`src/rtl/burst_seq_pkg.sv`:
```
package burst_seq_pkg;

    typedef enum logic [1:0] {
        BM_LINEAR = 2'b00,
        BM_WRAP8  = 2'b01,
        BM_WRAP16 = 2'b10,
        BM_WRAP32 = 2'b11
    } burst_mode_e;

    typedef enum logic [1:0] {
        ST_IDLE,
        ST_WAIT,
        ST_BEAT
    } seq_state_e;

    localparam int LAT_W      = 4;
    localparam int CODE_W     = 3;
    localparam logic [CODE_W-1:0] CODE_DEFAULT = 3'b101;
    localparam logic [CODE_W-1:0] CODE_MAX     = 3'b101;

    typedef struct packed {
        logic [CODE_W-1:0] code;
        burst_mode_e       mode;
    } seq_cfg_t;

endpackage

```
`src/rtl/burst_cfg_regs.sv`:
```
module burst_cfg_regs
    import burst_seq_pkg::*;
#(
    parameter int ADDR_W   = 16,
    parameter int CODE_LSB = 12
) (
    input  logic              clk,
    input  logic              rst_n,
    input  logic              cfg_we,
    input  logic [ADDR_W-1:0] cfg_addr,
    output logic [CODE_W-1:0] wait_code,
    output burst_mode_e       mode
);

    localparam int CODE_MSB = CODE_LSB + CODE_W - 1;

    seq_cfg_t cfg_d, cfg_q;
    logic [CODE_W-1:0] code_in;
    logic unused_cfg_bits;

    assign code_in = cfg_addr[CODE_MSB:CODE_LSB];
    assign unused_cfg_bits = ^{cfg_addr[ADDR_W-1:CODE_MSB+1], cfg_addr[CODE_LSB-1:2]};

    // Reserved codes (above CODE_MAX) drop the whole write.
    always_comb begin
        cfg_d = cfg_q;
        if (cfg_we && (code_in <= CODE_MAX)) begin
            cfg_d.code = code_in;
            cfg_d.mode = burst_mode_e'(cfg_addr[1:0]);
        end
    end

    always_ff @(posedge clk or negedge rst_n) begin
        if (!rst_n) begin
            cfg_q.code <= CODE_DEFAULT;
            cfg_q.mode <= BM_LINEAR;
        end else begin
            cfg_q <= cfg_d;
        end
    end

    assign wait_code = cfg_q.code;
    assign mode      = cfg_q.mode;

    AST_RESV_KEEP: assert property (@(posedge clk) disable iff (!rst_n)
        (cfg_we && (code_in > CODE_MAX)) |=> ($stable(cfg_q.code) && $stable(cfg_q.mode)));

endmodule

```
`src/rtl/burst_latency_calc.sv`:
```
module burst_latency_calc
    import burst_seq_pkg::*;
#(
    parameter int GROUP_LG = 6
) (
    input  logic [CODE_W-1:0]   wait_code,
    input  burst_mode_e         mode,
    input  logic [GROUP_LG-1:0] start_lo,
    output logic [LAT_W-1:0]    lat_total,
    output logic                lat_early
);

    localparam logic [LAT_W-1:0] BASE_OFS = LAT_W'(2);

    logic odd_start;
    logic at_boundary;

    always_comb begin
        odd_start   = start_lo[0];
        // Last two words of an aligned group; only linear bursts cross it.
        at_boundary = (mode == BM_LINEAR) && (&start_lo[GROUP_LG-1:1]);
        lat_total   = LAT_W'(wait_code) + BASE_OFS
                    + LAT_W'(odd_start) + LAT_W'({at_boundary, 1'b0});
        // Ready leads data by a cycle unless the base setting is the minimum.
        lat_early   = (wait_code != '0);
    end

endmodule

```
`src/rtl/burst_addr_step.sv`:
```
module burst_addr_step
    import burst_seq_pkg::*;
#(
    parameter int ADDR_W = 16
) (
    input  logic [ADDR_W-1:0] cur_addr,
    input  burst_mode_e       mode,
    output logic [ADDR_W-1:0] nxt_addr
);

    logic [7:0]        span_lg;
    logic [ADDR_W-1:0] step_mask;
    logic [ADDR_W-1:0] inc_addr;

    always_comb begin
        case (mode)
            BM_WRAP8:  span_lg = 8'd3;
            BM_WRAP16: span_lg = 8'd4;
            BM_WRAP32: span_lg = 8'd5;
            default:   span_lg = 8'(ADDR_W);
        endcase
    end

    for (genvar i = 0; i < ADDR_W; i++) begin : g_mask
        assign step_mask[i] = (8'(i) < span_lg);
    end

    assign inc_addr = cur_addr + ADDR_W'(1);
    assign nxt_addr = (cur_addr & ~step_mask) | (inc_addr & step_mask);

endmodule

```
`src/rtl/burst_rd_seq.sv`:
```
module burst_rd_seq
    import burst_seq_pkg::*;
#(
    parameter int ADDR_W   = 16,
    parameter int GROUP_LG = 6
) (
    input  logic              clk,
    input  logic              rst_n,
    input  logic              chip_sel,
    input  logic              addr_valid,
    input  logic [ADDR_W-1:0] start_addr,
    input  logic              cfg_we,
    input  logic [ADDR_W-1:0] cfg_addr,
    output logic [ADDR_W-1:0] arr_addr,
    output logic              arr_rd_en,
    output logic              rdy
);

    typedef struct packed {
        seq_state_e        state;
        logic [LAT_W-1:0]  cnt;
        logic              early;
        burst_mode_e       mode;
        logic [ADDR_W-1:0] addr;
        logic              rdy;
        logic              rd_en;
    } seq_t;

    seq_t s_d, s_q;

    logic [CODE_W-1:0] wait_code;
    burst_mode_e       cfg_mode;
    logic [LAT_W-1:0]  lat_total;
    logic              lat_early;
    logic [ADDR_W-1:0] step_addr;

    burst_cfg_regs #(.ADDR_W(ADDR_W), .CODE_LSB(12)) u_cfg (
        .clk       (clk),
        .rst_n     (rst_n),
        .cfg_we    (cfg_we),
        .cfg_addr  (cfg_addr),
        .wait_code (wait_code),
        .mode      (cfg_mode)
    );

    burst_latency_calc #(.GROUP_LG(GROUP_LG)) u_lat (
        .wait_code (wait_code),
        .mode      (cfg_mode),
        .start_lo  (start_addr[GROUP_LG-1:0]),
        .lat_total (lat_total),
        .lat_early (lat_early)
    );

    burst_addr_step #(.ADDR_W(ADDR_W)) u_step (
        .cur_addr (s_q.addr),
        .mode     (s_q.mode),
        .nxt_addr (step_addr)
    );

    always_comb begin
        s_d = s_q;
        if (!chip_sel) begin
            s_d.state = ST_IDLE;
            s_d.rdy   = 1'b0;
            s_d.rd_en = 1'b0;
        end else if (addr_valid) begin
            s_d.state = ST_WAIT;
            s_d.cnt   = lat_total;
            s_d.early = lat_early;
            s_d.mode  = cfg_mode;
            s_d.addr  = start_addr;
            s_d.rdy   = 1'b0;
            s_d.rd_en = 1'b0;
        end else begin
            case (s_q.state)
                ST_WAIT: begin
                    if (s_q.cnt == LAT_W'(1)) begin
                        s_d.state = ST_BEAT;
                        s_d.rd_en = 1'b1;
                        s_d.rdy   = 1'b1;
                    end else begin
                        s_d.cnt = s_q.cnt - LAT_W'(1);
                        if ((s_q.cnt == LAT_W'(2)) && s_q.early) begin
                            s_d.rdy = 1'b1;
                        end
                    end
                end
                ST_BEAT: begin
                    s_d.addr = step_addr;
                end
                default: begin
                    s_d.rdy   = 1'b0;
                    s_d.rd_en = 1'b0;
                end
            endcase
        end
    end

    always_ff @(posedge clk or negedge rst_n) begin
        if (!rst_n) begin
            s_q.state <= ST_IDLE;
            s_q.cnt   <= '0;
            s_q.early <= 1'b0;
            s_q.mode  <= BM_LINEAR;
            s_q.addr  <= '0;
            s_q.rdy   <= 1'b0;
            s_q.rd_en <= 1'b0;
        end else begin
            s_q <= s_d;
        end
    end

    assign arr_addr  = s_q.addr;
    assign arr_rd_en = s_q.rd_en;
    assign rdy       = s_q.rdy;

    AST_CS_STOP: assert property (@(posedge clk) disable iff (!rst_n)
        !chip_sel |=> (!arr_rd_en && !rdy));

    AST_STROBE_RESTART: assert property (@(posedge clk) disable iff (!rst_n)
        (chip_sel && addr_valid) |=> (!arr_rd_en && !rdy && (arr_addr == $past(start_addr))));

    AST_WAIT_QUIET: assert property (@(posedge clk) disable iff (!rst_n)
        (s_q.state == ST_WAIT) |-> !arr_rd_en);

    AST_RDY_WITH_DATA: assert property (@(posedge clk) disable iff (!rst_n)
        arr_rd_en |-> rdy);

    AST_LINEAR_STEP: assert property (@(posedge clk) disable iff (!rst_n)
        (chip_sel && !addr_valid && arr_rd_en && (s_q.mode == BM_LINEAR))
        |=> (arr_addr == ($past(arr_addr) + ADDR_W'(1))));

    AST_WRAP_GROUP: assert property (@(posedge clk) disable iff (!rst_n)
        (chip_sel && !addr_valid && arr_rd_en && (s_q.mode != BM_LINEAR))
        |=> (arr_addr[ADDR_W-1:GROUP_LG] == $past(arr_addr[ADDR_W-1:GROUP_LG])));

endmodule

```
`config.mk`:
```
export PLATFORM = sky130hd
export DESIGN_NAME = burst_rd_seq
export DESIGN_NICKNAME = d
export VERILOG_FILES = /design/src/rtl/burst_seq_pkg.sv /design/src/rtl/burst_cfg_regs.sv /design/src/rtl/burst_latency_calc.sv /design/src/rtl/burst_addr_step.sv /design/src/rtl/burst_rd_seq.sv
export SDC_FILE = /design/constraint.sdc
export NUM_CORES = 1
export LEC_CHECK = 0
export ABC_AREA = 1
export BUFFER_PORTS_ARGS = -buffer_cell sky130_fd_sc_hd__buf_2
export CORE_UTILIZATION = 35
export CTS_BUF_LIST = sky130_fd_sc_hd__clkbuf_8
export CTS_CLUSTER_SIZE = 24
export DETAILED_ROUTE_END_ITERATION = 8
export PLACE_DENSITY = 0.61
export SLEW_MARGIN = 20
export SYNTH_ARGS = -nofsm -noshare
export SYNTH_HDL_FRONTEND = slang
export SYNTH_HIERARCHICAL = 1
export SYNTH_SLANG_ARGS = --single-unit
```
`constraint.sdc`:
```
create_clock -name clk -period 5 [get_ports clk]
set_input_delay 0.5 -clock clk [delete_from_list [all_inputs] [get_ports clk]]
set_output_delay 0.5 -clock clk [all_outputs]
set_load 0.02 [all_outputs]
```
Word-level counts from Yosys, hierarchy flattened
Index checks and enable logic that the tools add are counted.
{"block": "classes", "n_addsub": 5, "n_lt_le_gt_ge": 17, "n_eq_ne": 13, "mux": 13, "bitwise": 4, "n_reduce_logical": 14}
{"operator": "$lt 4x5->1 const A", "n": 8}
{"operator": "$and 16x16->16", "n": 2}
{"operator": "$lt 3x5->1 const A", "n": 4}
{"operator": "$mux 18", "n": 1}
{"operator": "$add 16x1->16 const B", "n": 1}
{"operator": "$mux 16", "n": 1}
{"operator": "$not 16->16", "n": 1}
{"operator": "$or 16x16->16", "n": 1}
{"operator": "$pmux 5 s3", "n": 1}
{"operator": "$mux 6", "n": 2}
{"operator": "$lt 1x5->1 const A", "n": 2}
{"operator": "$lt 2x5->1 const A", "n": 2}
{"operator": "$reduce_and 2->1", "n": 5}
{"operator": "$eq 2x2->1 const B", "n": 3}
{"operator": "$mux 2", "n": 3}
{"operator": "$ne 3x1->1 const B", "n": 2}
{"operator": "$ne 5x5->1 const B", "n": 1}
{"operator": "$reduce_and 5->1", "n": 1}
{"operator": "$add 3x2->4 const B", "n": 1}
{"operator": "$add 4x1->4", "n": 1}
{"operator": "$add 4x2->4", "n": 1}
{"operator": "$eq 2x1->1 const B", "n": 2}
{"operator": "$eq 4x1->1 const B", "n": 1}
{"operator": "$eq 4x2->1 const B", "n": 1}
{"operator": "13 further kinds", "n": 18}
{"block": "word_totals", "register_bits": 32, "in_bits": 37, "out_inout_bits": 18, "word_cells": 75}

Logic depth before layout (Yosys ltp)
Gate-level depths: netlist (run 1).
{"block": "depth", "word_depth": 9, "mapped_depth": 12, "mapped_depth_nobuf": 12}

Cells and area by module
Netlist (run 1), hierarchy kept.
{"mod": "burst_rd_seq", "n_inst": 1, "cells_per_inst": 179, "area_per_inst_um2": 1472.7, "seq_area_each_um2": 675.6}
{"mod": "burst_addr_step", "n_inst": 1, "cells_per_inst": 81, "area_per_inst_um2": 460.4, "seq_area_each_um2": 0.0}
{"mod": "burst_cfg_regs", "n_inst": 1, "cells_per_inst": 22, "area_per_inst_um2": 202.7, "seq_area_each_um2": 127.6}
{"mod": "burst_latency_calc", "n_inst": 1, "cells_per_inst": 17, "area_per_inst_um2": 106.4, "seq_area_each_um2": 0.0}

Worst setup path before layout (run 1)
OpenSTA, ideal clock, no wires.
{"block": "synth_timing", "kind": "input to register", "start": "in start_addr[2]", "end": "reg s_q[24] (netlist bit)", "setup_ps": 118, "arrival_ps": 1894, "required_ps": 4882, "slack_ps": 2989, "stages": 10, "path_buffers": 0, "cell_sequence": "nand2_1 nor2_1 nand2_1 ha_1 inv_1 ha_1 fa_1 or2_2 nand3_1 nand2_1"}
{"block": "synth_via", "elab_chain_len": 4}
{"element": "from (decl)", "line": "burst_rd_seq.sv:11", "rtl": "input logic [ADDR_W-1:0] start_addr,"}
{"element": "$reduce_and 5->1", "line": "burst_latency_calc.sv:21", "rtl": "at_boundary = (mode == BM_LINEAR) && (&start_lo[GROUP_LG-1:1]);"}
{"element": "$logic_and 1x1->1", "line": "burst_latency_calc.sv:21"}
{"element": "$add 4x2->4", "line": "burst_latency_calc.sv:23", "rtl": "+ LAT_W'(odd_start) + LAT_W'({at_boundary, 1'b0});"}
{"element": "named net lat_total[3]", "line": "burst_rd_seq.sv:33", "rtl": "logic [LAT_W-1:0] lat_total;"}
{"element": "$mux 6", "line": "burst_rd_seq.sv:66", "rtl": "end else if (addr_valid) begin"}
{"element": "to (decl)", "line": "burst_rd_seq.sv:29", "rtl": "seq_t s_d, s_q;"}
The timed path passes the listed nets, and every way through them passes these cells.
A chain may end at the register's enable or synchronous reset.

Worst setup path after layout (run 1)
{"block": "layout_timing", "start": "reg u_cfg/mode[0] (netlist name)", "end": "reg s_q[24] (netlist bit)"}
{"block": "layout_via", "elab_chain_len": 4}
{"element": "$logic_not 2->1", "line": "burst_latency_calc.sv:21"}
{"element": "$logic_and 1x1->1", "line": "burst_latency_calc.sv:21"}
{"element": "$add 4x2->4", "line": "burst_latency_calc.sv:23"}
{"element": "named net lat_total[3]", "line": "burst_rd_seq.sv:33"}
{"element": "$mux 6", "line": "burst_rd_seq.sv:66"}
The timed path passes the listed nets, and every way through them passes these cells.

==> flow_summary.json, run 1 <==
{
  "grt_use_total_pct": 14.95,
  "boundaryPins": 55,
  "irDropWorstVdd_mv": 0.1543,
  "grt_pass1_wl_um": 7659,
  "antenna_found_initial": 0,
  "setup_viol": 0,
  "clk_pin_slew_ps": 70,
  "holdBufCountCts": 0,
  "relSlewSlack_pct": 50.79,
  "synthDistinctLibCells": 29,
  "cp.arrival_ps": 2220,
  "rsz0062_at_grt": "false",
  "p_sw_mw": 0.3553,
  "dp_hpwl_um": 3233,
  "netSwitchingFraction_pct": 39.64,
  "post_drt_wl_per_cell_um": 11.19,
  "vias_per_cell": 4.684,
  "firstDrtPassIters": 5,
  "netlist_instances": 299,
  "synth_ff_type": "dfrtp_1",
  "p_seq_share_pct": 41.9,
  "syn_area_per_cell_um2": 7.499,
  "core_um2": 6061,
  "cts_root_buf": "clkbuf_8",
  "worst-path-buf-inv": 2,
  "power_frac_clock_pct": 23.2,
  "postCtsSetupBuffers": 0,
  "outcome": "complete, no violations",
  "nNetsFinal": 373,
  "cts_tree": "done",
  "ys_top_cells_by_area": "dfrtp_1, nand2_1, buf_4",
  "dieArea_um2": 6731,
  "port-buffer-count": 43,
  "synth_edf_count": 0,
  "ant_nets": 0,
  "critPathSlowestCell": "dfrtp_1",
  "cts_buffer_depth": 2,
  "syn_area_um2": 2242,
  "syn-num-nets": 346,
  "crit_type": "flop to flop",
  "cp_top_family": "adder cells",
  "path_cells": "inv_1 -> nand2_1 -> nor2_1 -> nand2_1 -> ha_1 -> inv_1 -> ha_1 -> fa_1 -> or2_2 -> nand3_1 -> nand2_1",
  "vias": 1883,
  "maxCapViolations": 0,
  "grt_start_max_net_pins": 33,
  "fmax_mhz": 488.9,
  "period_minus_slack_ps": 2045,
  "grt_pass1_vias": 1714,
  "synth_top_area_cell": "dfrtp_1",
  "worst_pin_slew_ps": 738.1,
  "yosysWarnings": 6,
  "top_layer_used": "met4",
  "htree_levels": 2,
  "die_y_um": 82.04,
  "power_density_nw_per_um2": 362.7,
  "wl_met3_um": 231,
  "initial_core_util_pct": 36.99,
  "internal-power_mw": 0.5410,
  "drive_gt1_share_pct": 23.24,
  "totalWireLength_um": 4497,
  "synthMostInstantiatedCell": "nand2_1",
  "synth_common_cells": "nand2_1, inv_1, dfrtp_1",
  "post-route-period-util_pct": 40.91,
  "synth_top_cell_area_share_pct": 33.48,
  "leakage_nw": 1.296,
  "grt.overflow.total": 0,
  "slowest_delay_ps": 400,
  "finalHoldViolations": 0,
  "crit_path_frequent_cell": "nand2_1",
  "row_count": 28,
  "clock_latency_ps": 290,
  "slew_viol_final": 0,
  "wl_met1_um": 2186,
  "cts_resized": 0,
  "gp_congestion": 0.7477,
  "skew_ps": 6.747,
  "antennaDiodeCount": 0,
  "drc": 0,
  "drt_iter0_markers": 60,
  "met2_wirelength_um": 2045,
  "path_max_fanout": 3,
  "final_core_util_pct": 40.77,
  "hp-class": "primary input to asynchronous set/reset pin",
  "worstSetupStartpointType": "flop",
  "cts_num_sinks": 32,
  "yosysSeqAreaShare_pct": 35.83,
  "yosys_register_bits": 32,
  "endpoint_kind": "flop",
  "p_comb_share_pct": 34.9,
  "ys_async_sr_fraction_pct": 100.0,
  "setup_tns_ps": 0,
  "syn2layout_area_growth_pct": 10.21,
  "die_x_um": 82.04,
  "cts_buffers": 5,
  "crit_required_ps": 5180
}
-- metrics by stage --
stage                     setup WS (ps)  std cells  hold slack, ps  instance area, µm²  total power [mW]
after floorplan                    2989        299           204.4                2242            0.6483
after global placement             2788        394           457.8                2381            0.6903
after detailed placement           2769        394           466.0                2381            0.6974
after CTS                          2967        402           302.2                2471            0.9108
after global routing               2824        402           327.0                2471            0.9763
final                              2955        402           272.7                2471            0.8963
-- metal layers --
layer	track usage [%]	up-vias
li1	-	981
met1	18.39	857
met2	25.12	41
met3	4.222	4
met4	4.561	0
met5	0	-
-- final timing paths --
| check | from | end | slack [ps] | cells after the start |
|---|---|---|---|---|
| worst max-delay path | u_cfg/mode[0]$_DFFE_PN0P_ | s_q[24]$_DFFE_PN0P_ | 2950 | 11 |
| min in group clk | cfg_addr[12] | u_cfg/wait_code[0]$_DFFE_PN1P_ | 440 | 3 |
| worst min register to register | arr_rd_en$_DFFE_PN0P_ | arr_rd_en$_DFFE_PN0P_ | 480 | 2 |
| max in group asynchronous | rst_n | s_q[20]$_DFFE_PN0P_ | 4260 | 1 |
| worst max register to register | u_cfg/mode[0]$_DFFE_PN0P_ | s_q[24]$_DFFE_PN0P_ | 2950 | 11 |
| worst min-delay path | rst_n | arr_addr[7]$_DFFE_PN0P_ | 270 | 1 |
-- state kept, by name, summed over array words and instances, names as in the netlist --
signal / flops
arr_addr: 16
arr_rd_en: 1
rdy: 1
s_q: 9
u_cfg/mode: 2
u_cfg/wait_code: 3
-- layout by cell type (no fill, tap or decap), drive strengths merged --
cell / netlist / final
nand2: 97 / 97
buf: 23 / 43
inv: 34 / 36
nor2: 35 / 35
dfrtp: 30 / 30
nand3: 24 / 24
a31oi: 16 / 16
ha: 9 / 9
o21ai: 8 / 8
clkbuf: 0 / 6
xor2: 5 / 5
xnor2: 4 / 4
nand4: 4 / 4
mux2: 3 / 3
dfstp: 2 / 2
nor3: 2 / 2
or2: 1 / 1
fa: 1 / 1
o21bai: 1 / 1
-- power groups by stage --
stage | Clock (mW) | Sequential [mW] | Combinational (mW)
global route | 0.229 | 0.386 | 0.362
floorplan | 0 | 0.365 | 0.284
CTS | 0.217 | 0.377 | 0.317
finish | 0.208 | 0.375 | 0.313
detailed placement | 0 | 0.381 | 0.317
global placement | 0 | 0.379 | 0.312
-- cell families (layout without fill, tap and decap cells) --
family,Yosys count,in the layout,share of synthesized area (%)
adder cells (fa/ha/maj),10,10,5.915
XOR/XNOR,9,9,3.515
AO/OA/AOI/OAI,25,25,6.752
multiplexers,3,3,1.507
flip-flops,32,32,35.83
buffers and inverters,57,85,13.39
AND/OR/NAND/NOR,163,163,33.09
-- cell type report --
| class | count | area (µm²) |
|---|---|---|
| fillers | 633 | 3590 |
| multi-input cells | 210 | 1139 |
| flip-flops and latches | 32 | 803.3 |
| repair buffers | 43 | 215.2 |
| inverters | 34 | 130.1 |
| well taps | 75 | 93.84 |
| clock buffers | 6 | 82.58 |
| clock inverters | 2 | 7.507 |
(Power assumes the default switching activity.)
==> inputs of run 2 (changes only) <==
Clock period 5 ns to 2.1 ns, I/O delays scaled along.
==> run 2 against run 1 <==
Wire length up 3.4%. Clock power rose to 2.6 times the previous value. Highest routed layer unchanged. Setup slack worse by 2900 ps. The run now ends with negative hold slack left. Cell area up 1.0%. Die area unchanged.
==> flow_summary.json, run 2 (same netlist as run 1, synthesis figures left out) <==
{
  "cts_root_buf": "clkbuf_8",
  "drc": 0,
  "grt_pass1_wl_um": 7983,
  "ant_nets": 0,
  "power_density_nw_per_um2": 874.8,
  "boundaryPins": 55,
  "skew_ps": 10.41,
  "vias": 1910,
  "fin_ws_ps": 99.37,
  "firstDrtPassIters": 4,
  "slowest_delay_ps": 400,
  "seqCellArea_um2": 803.3,
  "clock_latency_ps": 290,
  "gp_congestion": 0.7732,
  "holdWs_ps": -26.63,
  "path_max_fanout": 3,
  "total_power_mw": 2.184,
  "holdBufCountCts": 0,
  "irDropWorstVdd_mv": 0.3800,
  "violations": "negative hold slack",
  "crit_type": "flop to flop",
  "antennaDiodeCount": 0,
  "slew_viol_final": 0,
  "grt_pass1_vias": 1784,
  "period_minus_slack_ps": 2001,
  "vias_per_cell": 4.728,
  "endpoint_kind": "flop",
  "finalHoldViolations": 30,
  "worstSetupStartpointType": "flop",
  "totalWireLength_um": 4652,
  "reg2reg_to": "s_q[24]$_DFFE_PN0P_",
  "nFillCells": 643,
  "grt.overflow.total": 0,
  "path_cells": "inv_1 -> nand2_1 -> nor2_1 -> nand2_1 -> ha_1 -> inv_1 -> ha_1 -> fa_1 -> or2_2 -> nand3_1 -> nand2_1",
  "largest_reg_flops": 16,
  "ff2ff_path_depth": 11,
  "core_um2": 6061,
  "hp-class": "primary input to asynchronous set/reset pin",
  "setup_tns_ps": 0,
  "critPathSlowestCell": "dfrtp_1",
  "nNetsFinal": 375,
  "relSlewSlack_pct": 51.57,
  "maxCapViolations": 0,
  "die_y_um": 82.04,
  "cts_buffer_depth": 2,
  "outcome": "finished with violations",
  "post_drt_wl_per_cell_um": 11.51,
  "cts_num_sinks": 32,
  "final_common_cell": "nand2_1",
  "r2r_slack_ps": 100,
  "dp_hpwl_um": 3396,
  "drive_gt1_share_pct": 24.01,
  "placed_area_um2": 2389,
  "cts_tree": "done",
  "setup_viol": 0,
  "design_area_um2": 2496,
  "drt_iter0_markers": 110,
  "crit_path_frequent_cell": "nand2_1",
  "cp.arrival_ps": 2190,
  "multi_input_area_um2": 1139,
  "worst_pin_slew_ps": 726.4,
  "leakage_nw": 1.307,
  "post-route-period-util_pct": 95.27,
  "port-buffer-count": 43,
  "dp_slack_ps": 76.96,
  "clk_pin_slew_ps": 80,
  "cts_buffers": 5,
  "crit_required_ps": 2290,
  "rsz0062_at_grt": "true",
  "r2r-start": "u_cfg/mode[0]$_DFFE_PN0P_",
  "antenna_found_initial": 0,
  "grt_start_max_net_pins": 33,
  "dieArea_um2": 6731,
  "initial_core_util_pct": 36.99,
  "row_count": 28,
  "fmax_mhz": 499.8,
  "htree_levels": 2,
  "die_x_um": 82.04,
  "final_cell_mix": "nand2_1, buf_2, inv_1, dfrtp_1, nor2_1",
  "grt_use_total_pct": 15.71,
  "syn2layout_area_growth_pct": 11.33
}
## run 2: worst max-delay path: cells and delay by family (launching register included)
kind / cells / cell delay [ps]
fa+ha+maj: 3 / 810
buf+inv: 2 / 100
flops: 1 / 400
simple gates: 6 / 600
## run 2: area by class of cell
class / count / area share (%)
well taps: 75 / 3.759
multi-input cells: 210 / 45.61
clock buffers: 7 / 3.860
flip-flops and latches: 32 / 32.18
inverters: 34 / 5.213
clock inverters: 1 / 0.1504
repair buffers: 45 / 9.223
## run 2: routing by layer
layer / vias to the layer above / GRT usage (%) / part of all wire [%]
met2: 44 / 26.94 / 47
met5: - / 0 / 0
met3: 5 / 3.667 / 4.6
met1: 873 / 19.12 / 48
li1: 988 / - / -
met4: 0 / 5.439 / 0.73
## run 2: what timing repair did
action | CTS | global route
resized for setup | 0 | 1
hold endpoints to repair | 0 | 0
setup buffers | 0 | 1
endpoints found under the setup margin | 0 | 2
## run 2: power by group
part / internal (mW) / switching, mW / leakage (nW) / total (mW)
clock: 0.294 / 0.237 / 0.0557 / 0.532
sequential: 0.740 / 0.156 / 0.373 / 0.897
combinational: 0.295 / 0.461 / 0.879 / 0.755
total: 1.33 / 0.854 / 1.31 / 2.18
## run 2: how the worst max path moves through the flow
stage | to | slack, ps | depth (start not counted) | from
floorplan | s_q[24]$_DFFE_PN0P_ | 190 | 11 | u_cfg/mode[0]$_DFFE_PN0P_
global placement | s_q[24]$_DFFE_PN0P_ | 120 | 11 | u_cfg/mode[0]$_DFFE_PN0P_
detailed placement | s_q[24]$_DFFE_PN0P_ | 80 | 11 | u_cfg/mode[0]$_DFFE_PN0P_
CTS | s_q[24]$_DFFE_PN0P_ | 90 | 11 | u_cfg/mode[0]$_DFFE_PN0P_
global route | s_q[24]$_DFFE_PN0P_ | -30 | 11 | u_cfg/mode[0]$_DFFE_PN0P_
finish | s_q[24]$_DFFE_PN0P_ | 100 | 11 | u_cfg/mode[0]$_DFFE_PN0P_
## run 2: stage by stage
stage               hold slack (ps)  util, %  cells
finish                       -26.63    41.19    404
global route                  28.89    41.19    404
global placement              319.6    39.41    395
detailed placement            325.0    39.41    395
floorplan                    -85.59        -    299
CTS                           7.747    41.06    403
==> inputs of run 3 (changes only) <==
Settings changed: CORE_MARGIN set to 3, PLACE_DENSITY 0.61 to 0.63.
Clock period 2.1 ns to 1.7 ns, I/O delays scaled along.
==> run 3 against run 2 <==
The flow finishes with violations (negative setup slack). Register-to-register slack worse by 280 ps. First-iteration DRC count down 35%. Hold slack better by 120 ps. Cell count up 2.2%. Total power up 26%. Sequential share of layout area down 1.3 points. Global-route usage down 1.4 points. Fmax up 6.5%. Clock skew down 3.6 ps.
==> flow_summary.json, run 3 (same netlist as run 1, synthesis figures left out) <==
{
  "outcome": "finished with violations",
  "violations": "negative setup slack",
  "drc": 0,
  "drt_iter0_markers": 71,
  "nNetsFinal": 384,
  "dieArea_um2": 7403,
  "largest_reg_flops": 16,
  "initial_core_util_pct": 36.99,
  "path_max_fanout": 2,
  "total_power_mw": 2.758,
  "ant_nets": 0,
  "critPathSlowestCell": "dfrtp_1",
  "worst_pin_slew_ps": 734.4,
  "antennaDiodeCount": 0,
  "holdWs_ps": 92.36,
  "syn2layout_area_growth_pct": 16.18,
  "rsz0062_at_grt": "true",
  "power_density_nw_per_um2": 1059,
  "crit_type": "flop to flop",
  "crit_path_frequent_cell": "nand2_1",
  "htree_levels": 2,
  "design_area_um2": 2605,
  "dp_slack_ps": -169.4,
  "hp-class": "primary input to flop",
  "worstSetupStartpointType": "flop",
  "dp_hpwl_um": 3425,
  "post-route-period-util_pct": 110.5,
  "cts_tree": "done",
  "final_cell_mix": "nand2_1, buf_2, inv_1, dfrtp_1, nor2_1",
  "cts_num_sinks": 32,
  "die_y_um": 86.04,
  "cts_buffer_depth": 2,
  "finalHoldViolations": 0,
  "cp.arrival_ps": 2070,
  "grt_pass1_wl_um": 8390,
  "cp_top_family": "adder cells",
  "totalWireLength_um": 4787,
  "setup_tns_ps": -327.3,
  "leakage_nw": 1.353,
  "period_minus_slack_ps": 1878,
  "final_common_cell": "nand2_1",
  "port-buffer-count": 43,
  "grt_start_max_net_pins": 33,
  "vias_per_cell": 4.644,
  "path_cells": "inv_1 -> nand2_1 -> nor2_1 -> nand2_1 -> ha_4 -> inv_2 -> ha_4 -> fa_1 -> or2_4 -> nand3_2 -> nand2_1",
  "firstDrtPassIters": 4,
  "row_count": 28,
  "relSlewSlack_pct": 51.04,
  "grt.overflow.total": 0,
  "setup_viol": 2,
  "core_um2": 6061,
  "slew_viol_final": 0,
  "drive_gt1_share_pct": 27.51,
  "cts_root_buf": "clkbuf_8",
  "endpoint_kind": "flop",
  "boundaryPins": 55,
  "post_drt_wl_per_cell_um": 11.59,
  "crit_required_ps": 1890,
  "worst-path-buf-inv": 2,
  "vias": 1918,
  "grt_pass1_vias": 1878,
  "antenna_found_initial": 0,
  "maxCapViolations": 0,
  "fin_ws_ps": -177.9,
  "fmax_mhz": 532.5,
  "irDropWorstVdd_mv": 0.5007,
  "slowest_delay_ps": 380,
  "placed_area_um2": 2466,
  "postCtsSetupBuffers": 0,
  "skew_ps": 6.854,
  "cts_buffers": 5,
  "clk_pin_slew_ps": 70,
  "gp_congestion": 0.7939,
  "die_x_um": 86.04,
  "clock_latency_ps": 290,
  "grt_use_total_pct": 14.28
}
## run 3: cell types whose count changed in the layout (fill, tap and decap cells not counted), sizes merged
cell,delta
buf,+8
dlygate4sd3,+1
## run 3: final timing paths
| path | end | slack (ps) | cells past startpoint | start |
|---|---|---|---|---|
| worst max-delay path | s_q[24]$_DFFE_PN0P_ | -180 | 11 | u_cfg/mode[0]$_DFFE_PN0P_ |
| worst min-delay path | u_cfg/wait_code[0]$_DFFE_PN1P_ | 90 | 3 | cfg_addr[12] |
| worst max register to register | s_q[24]$_DFFE_PN0P_ | -180 | 11 | u_cfg/mode[0]$_DFFE_PN0P_ |
| worst min register to register | arr_rd_en$_DFFE_PN0P_ | 470 | 2 | arr_rd_en$_DFFE_PN0P_ |
| max in group asynchronous | s_q[25]$_DFFE_PN0P_ | 760 | 2 | rst_n |
| min in group asynchronous | arr_addr[8]$_DFFE_PN0P_ | 470 | 2 | rst_n |
## run 3: per-layer routing
metal / global-route usage (%) / routed length [µm] / up-vias
met5: 0 / 0 / -
met4: 5.755 / 82 / 0
met3: 3.266 / 315 / 8
met2: 23.90 / 2265 / 54
met1: 17.65 / 2124 / 851
li1: - / - / 1005
## run 3: repair_timing
| action | 4_1_cts | 5_1_grt |
|---|---|---|
| endpoints found under the hold margin | 30 | 0 |
| setup endpoints to repair | 2 | 3 |
| resized for setup | 0 | 6 |
| gates cloned | 0 | 0 |
| pin swaps | 0 | 1 |
| hold buffers | 1 | 0 |
## run 3: worst reg2reg max path: stages (launching register included)
cell,delay (ps)
dfrtp_1,380
inv_1,50
nand2_1,40
nor2_1,70
nand2_1,80
ha_4,270
inv_2,40
ha_4,140
fa_1,360
or2_4,240
nand3_2,60
nand2_1,50
## run 3: layout make-up
class,count,area [µm²]
clock inverters,1,3.754
well taps,75,93.84
fillers,611,3456
clock buffers,7,96.34
repair buffers,54,300.3
inverters,34,130.1
multi-input cells,210,1177
flip-flops and latches,32,803.3
## run 3: where the power goes
group / leakage, nW / total, mW / switching, mW / internal, mW
clock network: 0.0557 / 0.660 / 0.296 / 0.364
registers: 0.373 / 1.09 / 0.177 / 0.914
logic: 0.925 / 1.01 / 0.604 / 0.402
## run 3: metrics by stage
stage | cells | util [%]
finish | 413 | 42.98
global route | 413 | 42.98
CTS | 413 | 42.51
detailed placement | 404 | 40.69
global placement | 404 | 40.69
floorplan | 299 | -
